$ cat src/rtl/bsmem_pkg.sv
package bsmem_pkg;
  localparam int DEF_BYTE_W = 9;
  localparam int DEF_NBYTES = 4;
  localparam int DEF_DEPTH  = 16;

  typedef enum logic [1:0] {
    CYC_IDLE  = 2'd0,
    CYC_READ  = 2'd1,
    CYC_WRITE = 2'd2
  } cyc_kind_t;
endpackage

$ cat src/rtl/bsmem_strobe_dec.sv
module bsmem_strobe_dec #(
  parameter int NBYTES = 4
) (
  input  logic              clk,
  input  logic              rst,
  input  logic              cs,
  input  logic              wr_all_n,
  input  logic              byte_qual_n,
  input  logic [NBYTES-1:0] byte_sel_n,
  output logic [NBYTES-1:0] wr_stb
);
  logic whole_word;
  logic lanes_open;

  assign whole_word = cs && !wr_all_n;
  assign lanes_open = cs && !byte_qual_n;

  for (genvar b = 0; b < NBYTES; b++) begin : g_lane
    assign wr_stb[b] = whole_word || (lanes_open && !byte_sel_n[b]);
  end

  // whole-word write wins over everything else
  p_all_bytes_r1: assert property (@(posedge clk) disable iff (rst)
    (cs && !wr_all_n) |-> (&wr_stb));
  // qualifier high with no whole-word write blocks every select
  p_sel_blocked_r3: assert property (@(posedge clk) disable iff (rst)
    (wr_all_n && byte_qual_n) |-> (wr_stb == '0));
  // nothing strobes while deselected
  p_no_stb_desel_r4: assert property (@(posedge clk) disable iff (rst)
    !cs |-> (wr_stb == '0));
endmodule

$ cat src/rtl/bsmem_in_stage.sv
module bsmem_in_stage
  import bsmem_pkg::*;
#(
  parameter int NBYTES = 4,
  parameter int BYTE_W = 9,
  parameter int AW     = 4,
  localparam int DW    = NBYTES * BYTE_W
) (
  input  logic              clk,
  input  logic              rst,
  input  logic              ce,
  input  logic              cs,
  input  logic [NBYTES-1:0] wr_stb,
  input  logic [AW-1:0]     addr,
  input  logic [DW-1:0]     wdata,
  output cyc_kind_t         kind_q,
  output logic [NBYTES-1:0] stb_q,
  output logic [AW-1:0]     addr_q,
  output logic [DW-1:0]     wdata_q
);
  cyc_kind_t kind_d;

  always_comb begin
    if (!cs)          kind_d = CYC_IDLE;
    else if (|wr_stb) kind_d = CYC_WRITE;
    else              kind_d = CYC_READ;
  end

  always_ff @(posedge clk) begin
    if (rst) begin
      kind_q <= CYC_IDLE;
      stb_q  <= '0;
    end else if (ce) begin
      kind_q <= kind_d;
      stb_q  <= wr_stb;
    end
  end

  always_ff @(posedge clk) begin
    if (ce) begin
      addr_q  <= addr;
      wdata_q <= wdata;
    end
  end

  // a frozen cycle leaves the pending command untouched
  p_nap_hold_r10: assert property (@(posedge clk) disable iff (rst)
    !ce |=> ($stable(stb_q) && $stable(kind_q) && $stable(addr_q)));
endmodule

$ cat src/rtl/bsmem_array.sv
module bsmem_array #(
  parameter int NBYTES = 4,
  parameter int BYTE_W = 9,
  parameter int DEPTH  = 16,
  localparam int AW    = $clog2(DEPTH),
  localparam int DW    = NBYTES * BYTE_W
) (
  input  logic              clk,
  input  logic              rst,
  input  logic              ce,
  input  logic              rd_req,
  input  logic [AW-1:0]     rd_addr,
  input  logic [NBYTES-1:0] wr_en_q,
  input  logic [AW-1:0]     wr_addr_q,
  input  logic [DW-1:0]     wr_data_q,
  output logic [DW-1:0]     rdata_q
);
  logic hit;
  assign hit = (wr_addr_q == rd_addr);

  for (genvar b = 0; b < NBYTES; b++) begin : g_lane
    logic [BYTE_W-1:0] mem [DEPTH];
    logic [BYTE_W-1:0] lane_wd;

    assign lane_wd = wr_data_q[b*BYTE_W +: BYTE_W];

    always_ff @(posedge clk) begin
      if (ce && wr_en_q[b]) mem[wr_addr_q] <= lane_wd;
    end

    always_ff @(posedge clk) begin
      if (rst)
        rdata_q[b*BYTE_W +: BYTE_W] <= '0;
      else if (ce && rd_req)
        rdata_q[b*BYTE_W +: BYTE_W] <= (wr_en_q[b] && hit) ? lane_wd : mem[rd_addr];
    end
  end

  // output register only moves on an accepted read
  p_rdata_hold_r5: assert property (@(posedge clk) disable iff (rst)
    !(ce && rd_req) |=> $stable(rdata_q));
endmodule

$ cat src/rtl/bsmem_datapath.sv
module bsmem_datapath
  import bsmem_pkg::*;
#(
  parameter int NBYTES = DEF_NBYTES,
  parameter int BYTE_W = DEF_BYTE_W,
  parameter int DEPTH  = DEF_DEPTH,
  localparam int AW    = $clog2(DEPTH),
  localparam int DW    = NBYTES * BYTE_W
) (
  input  logic              clk,
  input  logic              rst,
  input  logic              nap,
  input  logic              cs,
  input  logic [AW-1:0]     addr,
  input  logic              wr_all_n,
  input  logic              byte_qual_n,
  input  logic [NBYTES-1:0] byte_sel_n,
  input  logic [DW-1:0]     wdata,
  input  logic              rd_oe_n,
  output logic [DW-1:0]     rdata,
  output logic              rdata_drive
);
  logic              ce;
  logic              rd_req;
  logic [NBYTES-1:0] wr_stb;
  cyc_kind_t         kind_q;
  logic [NBYTES-1:0] stb_q;
  logic [AW-1:0]     addr_q;
  logic [DW-1:0]     wdata_q;

  assign ce     = !nap;
  assign rd_req = cs && (wr_stb == '0);

  bsmem_strobe_dec #(.NBYTES(NBYTES)) u_dec (
    .clk(clk), .rst(rst), .cs(cs), .wr_all_n(wr_all_n),
    .byte_qual_n(byte_qual_n), .byte_sel_n(byte_sel_n), .wr_stb(wr_stb)
  );

  bsmem_in_stage #(.NBYTES(NBYTES), .BYTE_W(BYTE_W), .AW(AW)) u_in (
    .clk(clk), .rst(rst), .ce(ce), .cs(cs), .wr_stb(wr_stb), .addr(addr),
    .wdata(wdata), .kind_q(kind_q), .stb_q(stb_q), .addr_q(addr_q),
    .wdata_q(wdata_q)
  );

  bsmem_array #(.NBYTES(NBYTES), .BYTE_W(BYTE_W), .DEPTH(DEPTH)) u_arr (
    .clk(clk), .rst(rst), .ce(ce), .rd_req(rd_req), .rd_addr(addr),
    .wr_en_q(stb_q), .wr_addr_q(addr_q), .wr_data_q(wdata_q), .rdata_q(rdata)
  );

  assign rdata_drive = !rd_oe_n && (kind_q == CYC_READ);

  // output enable high always silences the bus
  p_oe_gate_r7: assert property (@(posedge clk) disable iff (rst)
    rd_oe_n |-> !rdata_drive);
  // a strobed cycle mutes the bus on the following cycle
  p_wr_mute_r8: assert property (@(posedge clk) disable iff (rst)
    (ce && (wr_stb != '0)) |=> !rdata_drive);
  // deselect reaches the bus one cycle later
  p_desel_mute_r9: assert property (@(posedge clk) disable iff (rst)
    (ce && !cs) |=> !rdata_drive);
  // read data frozen during nap
  p_nap_rdata_r10: assert property (@(posedge clk) disable iff (rst)
    nap |=> $stable(rdata));
endmodule

$ cat config.mk
export PLATFORM = sky130hd
export DESIGN_NAME = bsmem_datapath
export DESIGN_NICKNAME = d
export VERILOG_FILES = /design/src/rtl/bsmem_pkg.sv /design/src/rtl/bsmem_strobe_dec.sv /design/src/rtl/bsmem_in_stage.sv /design/src/rtl/bsmem_array.sv /design/src/rtl/bsmem_datapath.sv
export SDC_FILE = /design/constraint.sdc
export NUM_CORES = 1
export LEC_CHECK = 0
export BUFFER_PORTS_ARGS = -buffer_cell sky130_fd_sc_hd__buf_2
export CAP_MARGIN = 15
export CORE_UTILIZATION = 55
export DETAILED_ROUTE_END_ITERATION = 7
export GPL_ROUTABILITY_DRIVEN = 1
export PLACE_DENSITY = 0.79
export SLEW_MARGIN = 0
export SYNTH_ARGS = -nofsm -noshare
export SYNTH_HDL_FRONTEND = slang
export SYNTH_SLANG_ARGS = --single-unit
$ cat constraint.sdc
create_clock -name clk -period 3.1 [get_ports clk]
set_input_delay 0.31 -clock clk [delete_from_list [all_inputs] [get_ports clk]]
set_output_delay 0.31 -clock clk [all_outputs]
set_load 0.1 [all_outputs]
==> flow_summary_export.csv <==
group,metric,value,unit
global_route,grt_pass1_wl,87200,um
global_route,grt_max_degree,46,
clock_network,clock_latency,600,ps
synth,synth_edf_count,616,
hold_path,hold_path_depth,3,
hold_path,min-delay-path-class,"input pin to register",
critical_path,reg2reg_to,"u_arr.rdata_q[0]$_SDFFE_PP0P_",
global_route,grt_overflow,0,
critical_path,path_class,"register to register",
synth,yosys_warnings,0,
synth,seq_area_frac_synth,0.762,
clock_network,htreeDepth,3,
critical_path,crit_path_max_incr_delay,500,ps
synth,synthMuxAreaShare,0.140,
hold_path,hold_path_end,"u_in.stb_q[2]$_SDFFE_PP0N_",
synth,synthFlopType,"edfxtp_1",
place,io_buffers,87,
critical_path,r2r_cells,5,
synth,async_flop_share,0,
critical_path,critPathRequiredTime,3510,ps
timing,worst_slew_pin_slew,1120,ps
synth,yosys.area_share.simple,0.0499,
finish,multi_input_area,5580,sq um
timing,setup_viol,0,
synth,synth_area,25400,sq um
critical_path,rrSetupSlack,850,ps
critical_path,crit_arrival,2660,ps
finish,diodes,0,
place,hpwl,34100,um
global_route,antenna_found_initial,0,
floorplanning,fp.dieH,217,um
synth,synth_seq_cells,658,
synth,synth_top_family_by_area,"multiplexers",
finish,regArea,19300,sq um
global_route,grt_use_total,0.253,
clock_network,cts_tree,"built",
critical_path,worst_path_dominant_cell_family,"simple AND/OR/NAND/NOR gates",
synth,synth_xor_area_frac,0.00138,
route,first_pass_iters,6,
timing,finClkSkew,27.4,ps
route,drt_wl_total,57800,um
critical_path,slowest_stage,"edfxtp_1",
floorplanning,start_util,0.558,
timing,fin_crit_sh,0.727,
synth,ys_types,35,
route,via_per_inst,6.21,
route,remaining_drc_errors,0,
floorplanning,die_w,217,um
clock_network,cts_buffers,67,
critical_path,path_max_fanout,18,
timing,fin_setup_tns,0,ps
hold_path,hold_start,"byte_sel_n[2]",
timing,hold_viol,0,
clock_network,clkTransAtPathRegs,60,ps
synth,synthAdderAreaFrac,0,
finish,drive_above_1_share,0.287,
finish,syn_to_final_growth,16.6,%
place,gp_congestion,0.832,
clock_network,cts_buffer_depth,3,
power,vdd_drop_max,671,uV
floorplanning,dieArea,47000,sq um
finish,fin_cells,2201,
timing,drv_slew,0,
critical_path,r2r-start,"u_in.addr_q[2]$_DFFE_PN_",
power,fin_total_pwr,19800,uW
synth,synth_cells,1346,
clock_network,clockRootBuffer,"clkbuf_16",
power,leakagePower,0.00983,uW
route,num_vias,13659,
critical_path,crit_chain,"xnor2_1, and4_1, nand3_2, o32ai_1, nor3_1",
run_status,status,"complete, no violations",
critical_path,critPathBufInv,0,
synth,synth_compound_area_frac,0.0279,
floorplanning,core_area,45500,sq um
power,powerDensity,667,nW/um^2
global_route,grt_pass1_vias,14196,
synth,synth_nets,1397,
timing,rsz0062_at_grt,"no",
route,postRouteAntennaNets,0,
floorplanning,io_pins,88,
place,dpl.cell_count,2044,
floorplanning,rows,78,
route,wire_per_inst,26.3,um
finish,utilization,0.651,
clock_network,ctsResizeCount,0,
finish,layout.nets,1600,
place,dpl_cell_area,26900,sq um
finish,n_fill_cell,2996,
timing,post-route-min-period,2250,ps
clock_network,cts_sinks,658,
run,cap_viol_max_count,0,
finish,final_area,29600,sq um
route,drtIter0Drc,1490,
critical_path,critPathLaunchType,"register",
critical_path,cp-end-kind,"register",
timing,fmax,0.444,GHz
timing,slew_headroom,0.256,
synth,synth.avg_cell_area,18.9,sq um
-- how the worst max path moves through the flow --
| stage | start | endpoint | slack, ps | depth (start not counted) |
|---|---|---|---|---|
| after detailed placement | addr[0] | u_arr.rdata_q[20]$_SDFFE_PP0P_ | 670 | 7 |
| after global routing | u_in.addr_q[2]$_DFFE_PN_ | u_arr.rdata_q[16]$_SDFFE_PP0P_ | 740 | 5 |
| after CTS | u_in.addr_q[0]$_DFFE_PN_ | u_arr.rdata_q[14]$_SDFFE_PP0P_ | 930 | 5 |
| after global placement | addr[0] | u_arr.rdata_q[21]$_SDFFE_PP0P_ | 710 | 7 |
| after floorplan | nap | u_arr.g_lane[1].mem[11][0]$_DFFE_PP_ | 130 | 6 |
| final | u_in.addr_q[2]$_DFFE_PN_ | u_arr.rdata_q[0]$_SDFFE_PP0P_ | 850 | 5 |
-- synthesized netlist by cell type (16+ instances only) --
| master | n | share of area |
|---|---|---|
| edfxtp_1 | 616 | 0.73 |
| nor2_1 | 158 | 0.023 |
| mux4_2 | 112 | 0.099 |
| mux2_2 | 64 | 0.028 |
| nor3_1 | 59 | 0.012 |
| dfxtp_1 | 42 | 0.033 |
| o22ai_1 | 41 | 0.010 |
| mux2i_1 | 32 | 0.013 |
| buf_2 | 30 | 0.0059 |
| clkbuf_1 | 25 | 0.0037 |
| o21ai_0 | 25 | 0.0049 |
| nand2_1 | 20 | 0.0030 |
| o32ai_1 | 16 | 0.0055 |
-- what timing repair did --
action	in CTS	in global routing
endpoints found under the hold margin	36	0
buffers inserted	0	0
hold buffers	36	0
-- area by class of cell --
type,count,area share
Inverter,6,0.000760
Tap cell,600,0.0253
Sequential cell,658,0.653
Clock inverter,35,0.0159
Multi-Input combinational cell,603,0.188
Clock buffer,86,0.0637
Timing Repair Buffer,213,0.0531
-- metrics by stage --
| stage | worst slack (ps) | hold slack, ps |
|---|---|---|
| after global placement | 712 | 453 |
| final | 846 | 43.2 |
| after CTS | 926 | 24.6 |
| after detailed placement | 672 | 459 |
| after global routing | 742 | 43.3 |
| after floorplan | 134 | 409 |
-- report_power, final --
group | switching [uW] | total [uW] | internal, uW
Clock | 3270 | 8570 | 5300
Sequential | 227 | 10100 | 9900
Combinational | 685 | 1070 | 386
Total | 4180 | 19800 | 15600
-- cell usage in the layout (no fill, tap or decap), types with 32 or more instances in the layout --
cell | Yosys | layout
buf_2 | 30 | 84
buf_4 | 9 | 85
clkbuf_16 | 0 | 73
dfxtp_1 | 42 | 42
dlygate4sd3_1 | 0 | 36
edfxtp_1 | 616 | 616
mux2_2 | 64 | 64
mux2i_1 | 32 | 32
mux4_2 | 112 | 112
nor2_1 | 158 | 158
nor3_1 | 59 | 59
o22ai_1 | 41 | 41
-- flip-flops by register name, indices dropped and copies added (netlist names) --
| signal | flops |
|---|---|
| u_arr.g_lane.mem | 576 |
| u_arr.rdata_q | 36 |
| u_in.wdata_q | 36 |
| u_in.addr_q | 4 |
| u_in.stb_q | 4 |
| u_in.kind_q | 2 |
-- cells by family (layout without fill, tap and decap cells) --
group	Yosys count	in the layout
mux	208	208
simple gates	286	286
compound gates	105	105
xor+xnor	4	4
buf+inv	85	340
flops	658	658
-- worst reg2reg max path: stages, from the launching register on --
cell	delay [ps]
edfxtp_1	500
xnor2_1	290
and4_1	300
nand3_2	460
o32ai_1	440
nor3_1	80
-- layer usage --
layer  vias up  share of wire  GRT usage
met5         -              0          0
met4         0          0.032      0.101
met3       118          0.093     0.0637
met2       757           0.50      0.417
met1      6971           0.37      0.325
li1       5813              -          -
Note: power is estimated with default switching activity, not from simulation.
